File: src/rtl/sdram_cmd_decode.sv
module sdram_cmd_decode #(
  parameter int ROW_W  = 12,
  parameter int COL_W  = 9,
  parameter int AP_BIT = 10,
  parameter int NBANK  = 4,
  localparam int BA_W  = $clog2(NBANK),
  localparam int NCMD  = 11
) (
  input  logic             clk,
  input  logic             rst_n,
  input  logic             cs_n,
  input  logic             ras_n,
  input  logic             cas_n,
  input  logic             we_n,
  input  logic             cke,
  input  logic [BA_W-1:0]  ba,
  input  logic [ROW_W-1:0] addr,
  input  logic             burst_busy,
  output logic [NCMD-1:0]  cmd,
  output logic             illegal,
  output logic [ROW_W-1:0] cmd_addr,
  output logic [BA_W-1:0]  cmd_bank,
  output logic             auto_pre,
  output logic [NBANK-1:0] bank_active,
  output logic             pwr_down,
  output logic             self_ref,
  output logic             clk_susp
);
  localparam int C_DES = 0, C_NOP = 1, C_ACT = 2, C_PRE = 3, C_PALL = 4, C_WR = 5,
                 C_RD = 6, C_MRS = 7, C_REF = 8, C_SREF = 9, C_BST = 10;

  logic            cke_q;
  logic [NCMD-1:0] dec;
  logic [NBANK-1:0] bank_n;

  wire [3:0] pins     = {cs_n, ras_n, cas_n, we_n};
  wire       all_idle = ~|bank_active;
  wire       tgt_act  = bank_active[ba];
  wire       rw       = dec[C_RD] | dec[C_WR];
  wire       bad      = (dec[C_ACT] & tgt_act) | (rw & ~tgt_act) |
                        ((dec[C_MRS] | dec[C_REF] | dec[C_SREF]) & ~all_idle);
  wire       enter    = cke_q & ~cke;
  wire       sref_ok  = dec[C_SREF] & ~bad;

  always_comb begin
    dec = '0;
    if (cke_q) begin
      casez (pins)
        4'b1???: dec[C_DES] = 1'b1;
        4'b0111: dec[C_NOP] = 1'b1;
        4'b0110: dec[C_BST] = 1'b1;
        4'b0101: dec[C_RD]  = 1'b1;
        4'b0100: dec[C_WR]  = 1'b1;
        4'b0011: dec[C_ACT] = 1'b1;
        4'b0010: dec[addr[AP_BIT] ? C_PALL : C_PRE] = 1'b1;
        4'b0001: dec[cke ? C_REF : C_SREF] = 1'b1;
        default: dec[C_MRS] = 1'b1;
      endcase
    end
  end

  always_comb begin
    bank_n = bank_active;
    if (!bad) begin
      if (dec[C_ACT])  bank_n[ba] = 1'b1;
      if (dec[C_PRE])  bank_n[ba] = 1'b0;
      if (dec[C_PALL]) bank_n = '0;
    end
  end

  always_ff @(posedge clk or negedge rst_n) begin
    if (!rst_n) begin
      cke_q       <= 1'b1;
      cmd         <= '0;
      illegal     <= 1'b0;
      cmd_addr    <= '0;
      cmd_bank    <= '0;
      auto_pre    <= 1'b0;
      bank_active <= '0;
      pwr_down    <= 1'b0;
      self_ref    <= 1'b0;
      clk_susp    <= 1'b0;
    end else begin
      cke_q       <= cke;
      cmd         <= dec;
      illegal     <= bad;
      bank_active <= bank_n;
      auto_pre    <= rw & addr[AP_BIT];
      if (dec[C_ACT] | dec[C_MRS]) cmd_addr <= addr;
      else if (rw)                 cmd_addr <= ROW_W'(addr[COL_W-1:0]);
      if (dec[C_ACT] | dec[C_PRE] | rw) cmd_bank <= ba;
      if (cke) begin
        pwr_down <= 1'b0;
        self_ref <= 1'b0;
        clk_susp <= 1'b0;
      end else if (enter) begin
        self_ref <= sref_ok;
        clk_susp <= ~sref_ok & burst_busy;
        pwr_down <= ~sref_ok & ~burst_busy;
      end
    end
  end


  cmd_onehot_chk: assert property (@(posedge clk) disable iff (!rst_n) $onehot0(cmd));

  illegal_hold_chk: assert property (@(posedge clk) disable iff (!rst_n)
    illegal |-> bank_active == $past(bank_active));

  sref_idle_chk: assert property (@(posedge clk) disable iff (!rst_n)
    self_ref |-> bank_active == '0);

  mode_excl_chk: assert property (@(posedge clk) disable iff (!rst_n)
    $onehot0({pwr_down, self_ref, clk_susp}));

  frozen_chk: assert property (@(posedge clk) disable iff (!rst_n)
    (pwr_down | self_ref | clk_susp) |=> cmd == '0);

  rw_open_chk: assert property (@(posedge clk) disable iff (!rst_n)
    ((cmd[C_RD] | cmd[C_WR]) & ~illegal) |-> bank_active[cmd_bank]);
endmodule

File: config.mk
export PLATFORM = sky130hd
export DESIGN_NAME = sdram_cmd_decode
export DESIGN_NICKNAME = d
export VERILOG_FILES = /design/src/rtl/sdram_cmd_decode.sv
export SDC_FILE = /design/constraint.sdc
export NUM_CORES = 1
export LEC_CHECK = 0
export BUFFER_PORTS_ARGS = -buffer_cell sky130_fd_sc_hd__buf_2
export CAP_MARGIN = 30
export CORE_MARGIN = 8
export CORE_UTILIZATION = 35
export CTS_BUF_LIST = sky130_fd_sc_hd__clkbuf_4
export DETAILED_ROUTE_END_ITERATION = 12
export PLACE_DENSITY = 0.7
export SLEW_MARGIN = 20
export SYNTH_ARGS = -nofsm -noshare
export SYNTH_HDL_FRONTEND = slang
export SYNTH_SLANG_ARGS = --single-unit
File: constraint.sdc
create_clock -name clk -period 1.9 [get_ports clk]
set_clock_uncertainty 0.15 [all_clocks]
set_input_delay 0.38 -clock clk [delete_from_list [all_inputs] [get_ports clk]]
set_output_delay 0.38 -clock clk [all_outputs]
set_load 0.01 [all_outputs]
=== Word-level counts from Yosys, hierarchy flattened ===
Index checks and enable logic that the tools add are counted.

* Output and inout port bits: 34
* Register bits: 35
* Bits of input ports: 22
* Word-level logic and storage cells: 86

* Muxes and demuxes: 32
* Eq/ne operators: 7
* Order comparisons: 6
* Reductions and logical operators: 7
* Bitwise operators: 24

{| class="wikitable"
|+ Operators with widths
! operator !! count
|-
| two-way mux 12 bit || 2
|-
| one-hot mux 1 bit (3 select lines) || 7
|-
| == test 4 x 3 -> 1 bit (second input constant) || 4
|-
| two-way mux 4 bit || 4
|-
| two-way mux 1 bit || 11
|-
| two-way mux 11 bit || 1
|-
| bitwise AND 1 bit || 8
|-
| demux 1 bit (select 4 bit) || 2
|-
| == test 4 x 2 -> 1 bit (second input constant) || 2
|-
| OR 1 bit || 8
|-
| one-hot mux 2 bit (2 select lines) || 2
|-
| OR reduction 6 bit || 1
|-
| < comparator 3 x 5 -> 1 bit (second input constant) || 1
|-
| < comparator 4 x 5 -> 1 bit (second input constant) || 1
|-
| inverter 1 bit || 5
|-
| bitwise AND 4 bit || 1
|-
| == test 4 x 1 -> 1 bit (second input constant) || 1
|-
| greater-or-equal comparator 4 x 1 -> 1 bit (second input constant) || 1
|-
| inverter 4 bit || 1
|-
| OR 4 bit || 1
|-
| nonzero test 2 bit || 2
|-
| OR reduction 4 bit || 1
|-
| greater-or-equal comparator 3 x 1 -> 1 bit (second input constant) || 1
|-
| logical AND 1 bit || 3
|-
| 5 further kinds || 5
|}

=== Logic depth before layout (Yosys ltp) ===
* Depth after elaboration: 17
* Depth in mapped cells: 5

=== Worst setup path before layout ===
Ideal clock, no wire load.

* Kind: in2reg
* Start: input port ras_n
* End: register cmd_addr[0]
* Path buffers: 1
* Data required time: 1.622 ns
* Arrival: 1.257 ns
* Setup slack: 0.365 ns
* Stages on the path: 5
* Cell sequence: buf_4 nor2b_2 xnor2_2 nand2_4 mux2_1

* Word-level cells in the longest chain between the ends: 6
* Elaborated cells between the ends (all ways): 17
* Those cells by class: eq/ne (7); mux (6); bitwise (2); reduce/logical (2)

{| class="wikitable"
|+ Ends and longest elaborated chain
! item !! line !! RTL
|-
| from (decl) || 12 || <nowiki>input logic ras_n,</nowiki>
|-
| == test 4 x 2 -> 1 bit or == test 4 x 3 -> 1 bit (tied branches) || 48 || <nowiki>casez (pins)</nowiki>
|-
| OR reduction 6 bit (no line) || -- ||
|-
| one-hot mux 1 bit (3 select lines) || 48 ||
|-
| two-way mux 11 bit * || 47 || <nowiki>if (cke_q) begin</nowiki>
|-
| OR 1 bit || 89 || <nowiki>if (dec[C_ACT] | dec[C_MRS]) cmd_addr <= addr;</nowiki>
|-
| two-way mux 12 bit or nonzero test 2 bit (tied branches) || -- ||
|-
| to (signal assigned) || 89 ||
|-
| to (signal assigned) || 90 || <nowiki>else if (rw) cmd_addr <= ROW_W'(addr[COL_W-1:0]);</nowiki>
|-
| to (decl) || 21 || <nowiki>output logic [ROW_W-1:0] cmd_addr,</nowiki>
|}

Every way passes the cells marked *; elsewhere a longest branch is shown, timed or not.
A chain may end at the register's enable or synchronous reset.

=== Worst setup path after layout ===
* Start: register bank_active[2]
* End: register pwr_down

* Word-level cells in the longest chain between the ends: 12
* Elaborated cells between the ends (all ways): 15
* Those cells by class: mux (4); bitwise (10); reduce/logical (1)

{| class="wikitable"
|+ Ends and longest elaborated chain
! item !! line !! RTL
|-
| from (decl) || 24 || <nowiki>output logic [NBANK-1:0] bank_active,</nowiki>
|-
| from (signal assigned) || 87 || <nowiki>bank_active <= bank_n;</nowiki>
|-
| binary-select mux 1 bit (select 2 bit) || 38 || <nowiki>wire tgt_act = bank_active[ba];</nowiki>
|-
| two-way mux 1 bit (not written as such) || 38 ||
|-
| inverter 1 bit || 40 || <nowiki>wire bad = (dec[C_ACT] & tgt_act) | (rw & ~tgt_act) |</nowiki>
|-
| bitwise AND 1 bit || 40 ||
|-
| OR 1 bit || 40 ||
|-
| OR 1 bit * || 40 ||
|-
| inverter 1 bit * || 43 || <nowiki>wire sref_ok = dec[C_SREF] & ~bad;</nowiki>
|-
| bitwise AND 1 bit * || 43 ||
|-
| inverter 1 bit * || 99 || <nowiki>pwr_down <= ~sref_ok & ~burst_busy;</nowiki>
|-
| bitwise AND 1 bit * || 99 ||
|-
| two-way mux 1 bit * || 96 || <nowiki>end else if (enter) begin</nowiki>
|-
| two-way mux 1 bit * || 92 || <nowiki>if (cke) begin</nowiki>
|-
| to (signal assigned) || 99 ||
|-
| to (decl) || 25 || <nowiki>output logic pwr_down,</nowiki>
|}

Every way passes the cells marked *; elsewhere a longest branch is shown, timed or not. The select of a mux whose other input is x is not followed.

==> summary.md <==
The min-delay analysis places its worst path in the category input pin to flop. The wire length of the first global-routing pass is 5580 um, and the synthesized instance count is 130. The weighted congestion reported at the end of routability-driven placement was 0.834; the detailed-route wire length per cell was 14.6 um. The initial antenna violation count is 0, and the share of synthesized cell area in full adder, half adder and majority cells is 0%. The die is 82.1 um wide.

The run gives 56 as the top-level I/O count. Power comes to 1.65 mW. The internal portion of the total power is 1.16 mW. Setup violations remaining at the end of the flow were counted as 0. The run gives 54.6% as the power share of the sequential group.

The run gives 1850 um2 as the total cell area at the placement stage. The largest total area in the synthesized netlist belongs to sky130_fd_sc_hd__dfrtp_1. After routing, the total negative slack on setup checks comes to 0 ns.

Traced cell by cell, the critical path runs through nor4_1 -> nand2_1 -> a32o_1. The worst setup path is launched from a flop. The level count of the clock H-tree was 2. Slowest cell on the critical path: sky130_fd_sc_hd__nor4_1. The logs give 36 for the pin count of the biggest net entering global routing and 92 for the DRC marker count from the first detailed-route iteration.

Net switching is 29.8% of the power. Largest buffer count on any clock path: 2. The synthesized-area fraction occupied by xor and xnor cells was 1.06%; the power per standard cell area was 864 nW/um2.

The number of global-route vias before repair is 1211. The peak fanout along the critical path was 5; the area growth from synthesis to layout was 25.0%. The total iterations of the first detailed-routing run was 4. The net switching power was 0.492 mW.

For the utilization after layout, the log shows 44.5%. The number of placed instances, taps included, is 233. The tool flagged a number of max-cap violations equal to 0. Of the post-synthesis cell area, the dominant cell type holds 55.6%.

The worst path arrival time was 1.80 ns. The total count of max-transition violations in the final report was 0. The final critical delay including setup and external delays was 1.75 ns. Final clock period utilization by the worst path: 91.9%. The die is 82.1 um tall. Detailed routing inserted a total of 1203 vias. For the final global-route overflow total, the log shows 0. Clock-pin slew reported for the worst setup and hold paths after clock tree synthesis: 0.10 ns.

The number of unique standard cell types used by synthesis is 37, and the largest voltage drop on the vdd net is 0.308 mV. The multiplexer share of the synthesized area was 10.1%. Summed over all layers, the routed wires come to 3530 um. Fill cells in the final layout number 415. TritonCTS built the clock tree.

Once layout is complete, the cells apart from fillers number 242. Global routing consumed, over all layers together, 10.6% of the routing resources. The total clock buffers created by CTS is 5, and the headroom to the max-slew limit is 61.9%. The run gives 0 as the post-CTS setup-driven buffer insertion count. The kind of end point of the critical path was a flop.

Summing the areas of all compound-gate instances in the mapped netlist gives 10.2% of the synthesized area. In the layout the commonest cells are sky130_fd_sc_hd__buf_2 (55), sky130_fd_sc_hd__dfrtp_1 (34), sky130_fd_sc_hd__mux2_1 (11). The standard cell core area was 4290 um2.

The logs give 0 for the Yosys warning count and 0.33 ns for the source-to-sink clock delay at the later pin of the worst-skew pair. For the number of diodes, the log shows 0. The wire-length estimate of the detail-placed layout is 2720 um. For the number of sinks driven by the clock tree, the log shows 35. For this run, the register share of the synthesized area comes to 57.4%.

The flow ran to the end, and the final reports show no timing, DRC or antenna violations. The share of cells above drive strength 1 was 36.8%; the combinational power share was 22.6%. The main combinational cell family by area after synthesis was simple AND/OR/NAND/NOR gates.

Final number of hold-violating endpoints: 0. Setup repair after global routing left no endpoint under its margin. The starting density of the core is 35.6%, and the full die area is 6740 um2.

Buffers placed on the I/O ports in this run total 55. The run gives 0 as the DRC violations left. By area the synthesized netlist is led by sky130_fd_sc_hd__dfrtp_1 (56%), sky130_fd_sc_hd__mux2_1 (8.1%), sky130_fd_sc_hd__nand2_1 (2.5%). The synthesized netlist devotes 18.2% of its cell area to simple gates. In this run the mean area of a mapped cell was 11.8 um2.

The number of synthesized register bits was 35; the number of standard-cell rows in the floorplan was 24. STA puts the critical path data required time at 1.95 ns. The clock network is responsible for 22.8% of the overall power. The slew at the pin with the worst max-slew slack is 0.566 ns.

The leading cell type in the layout, fill and taps excluded is sky130_fd_sc_hd__buf_2. The number of nets in the synthesized netlist is 152. In this design, the stage delay of the slowest critical-path cell is 0.55 ns. In this run the cell area of the synthesized design comes to 1530 um2. The run gives 0.966 nW as the leakage power.

Using the TritonRoute via totals, the vias-per-cell ratio works out to 4.97. The worst setup path is of the flop to flop kind. The number of nets with antenna violations after routing was 0; the net count reported at finish was 211.

Timing would allow up to 0.573 GHz. The final design instance area without fill is 1910 um2. CTS placed an instance of sky130_fd_sc_hd__clkbuf_4 at the clock tree root.
## logic make-up after synthesis
group                  after synthesis
XOR/XNOR                             1
AND/OR/NAND/NOR                     46
multiplexers                        14
buffers and inverters               10
flip-flops                          35
AO/OA/AOI/OAI                       24
## registers in the layout, indices dropped and copies added, names as in the netlist
| register | cells |
|---|---|
| cmd_addr | 12 |
| cmd | 11 |
| bank_active | 4 |
| cmd_bank | 2 |
| auto_pre | 1 |
| cke_q | 1 |
| clk_susp | 1 |
| illegal | 1 |
| pwr_down | 1 |
| self_ref | 1 |
## power groups by stage
stage	Clock, mW	Sequential [mW]	Combinational [mW]
final	0.376	0.902	0.373
after global routing	0.421	0.917	0.417
after CTS	0.390	0.903	0.384
after detailed placement	0	0.917	0.381
after global placement	0	0.917	0.371
after floorplan	0	0.961	0.154
## stage by stage
step	worst slack, ns	hold slack, ns
after floorplan	0.365	-0.0656
after global placement	0.209	0.286
after detailed placement	0.162	0.289
after CTS	0.180	0.0499
after global routing	0.0567	0.0430
final	0.154	0.0615
## synthesized netlist by cell type
master,count
sky130_fd_sc_hd__nor2b_2,1
sky130_fd_sc_hd__nor4_4,1
sky130_fd_sc_hd__buf_2,2
sky130_fd_sc_hd__nor3_1,5
sky130_fd_sc_hd__dfstp_2,1
sky130_fd_sc_hd__a32o_1,2
sky130_fd_sc_hd__o21ai_0,5
sky130_fd_sc_hd__nand2b_4,1
sky130_fd_sc_hd__nor3b_1,3
sky130_fd_sc_hd__nor2_1,10
sky130_fd_sc_hd__o2bb2ai_1,1
sky130_fd_sc_hd__inv_2,1
sky130_fd_sc_hd__nor3_4,1
sky130_fd_sc_hd__clkbuf_1,1
sky130_fd_sc_hd__nand2_1,10
sky130_fd_sc_hd__o31ai_1,1
sky130_fd_sc_hd__dfrtp_1,34
sky130_fd_sc_hd__nand3_1,2
sky130_fd_sc_hd__o21a_1,1
sky130_fd_sc_hd__buf_4,2
sky130_fd_sc_hd__mux2i_1,3
sky130_fd_sc_hd__and2b_1,1
sky130_fd_sc_hd__nor2b_1,2
sky130_fd_sc_hd__a31o_1,1
sky130_fd_sc_hd__xnor2_2,1
sky130_fd_sc_hd__mux2_1,11
sky130_fd_sc_hd__inv_1,4
sky130_fd_sc_hd__and2_1,1
sky130_fd_sc_hd__o21ai_1,5
sky130_fd_sc_hd__nand2b_1,2
sky130_fd_sc_hd__a32oi_1,3
sky130_fd_sc_hd__nand2_4,1
sky130_fd_sc_hd__nand3b_1,1
sky130_fd_sc_hd__a21oi_1,4
sky130_fd_sc_hd__a22oi_1,1
sky130_fd_sc_hd__nor4_1,3
sky130_fd_sc_hd__and4_1,1
## worst paths after layout
kind                                startpoint  endpoint  slack, ns  cells after the start
worst min-delay path                       cke     cke_q       0.06                      1
worst max register to register  bank_active[2]  pwr_down       0.15                      3
worst max-delay path            bank_active[2]  pwr_down       0.15                      3
max in group asynchronous                rst_n     cke_q       0.79                      3
min in group asynchronous                rst_n   illegal       0.46                      3
worst min register to register        self_ref  self_ref       0.34                      2
## cell type report
| cell class | instances | area (um2) | area share (%) |
|---|---|---|---|
| Clock buffer | 6 | 45.0 | 2.36 |
| Sequential cell | 35 | 877 | 45.9 |
| Inverter | 5 | 18.8 | 0.982 |
| Multi-Input combinational cell | 85 | 604 | 31.6 |
| Tap cell | 52 | 65.1 | 3.41 |
| Clock inverter | 2 | 7.51 | 0.393 |
| Timing Repair Buffer | 57 | 293 | 15.3 |
## timing repair
action / 4_1_cts / 5_1_grt
hold endpoints to repair: 34 / 0
gates resized for setup: 0 / 0
hold buffers: 1 / 0
## worst max-delay path: cells and delay by family (launching register included)
kind	cells	cell delay (ns)
compound gates	1	0.29
simple gates	2	0.74
flops	1	0.44
## metal layers
layer	routed length, um	up-vias	track usage (%)
li1	-	576	-
met1	1410	568	12.0
met2	1620	49	17.4
met3	405	10	4.00
met4	89	0	4.91
met5	0	-	0
(Power assumes the default switching activity.)
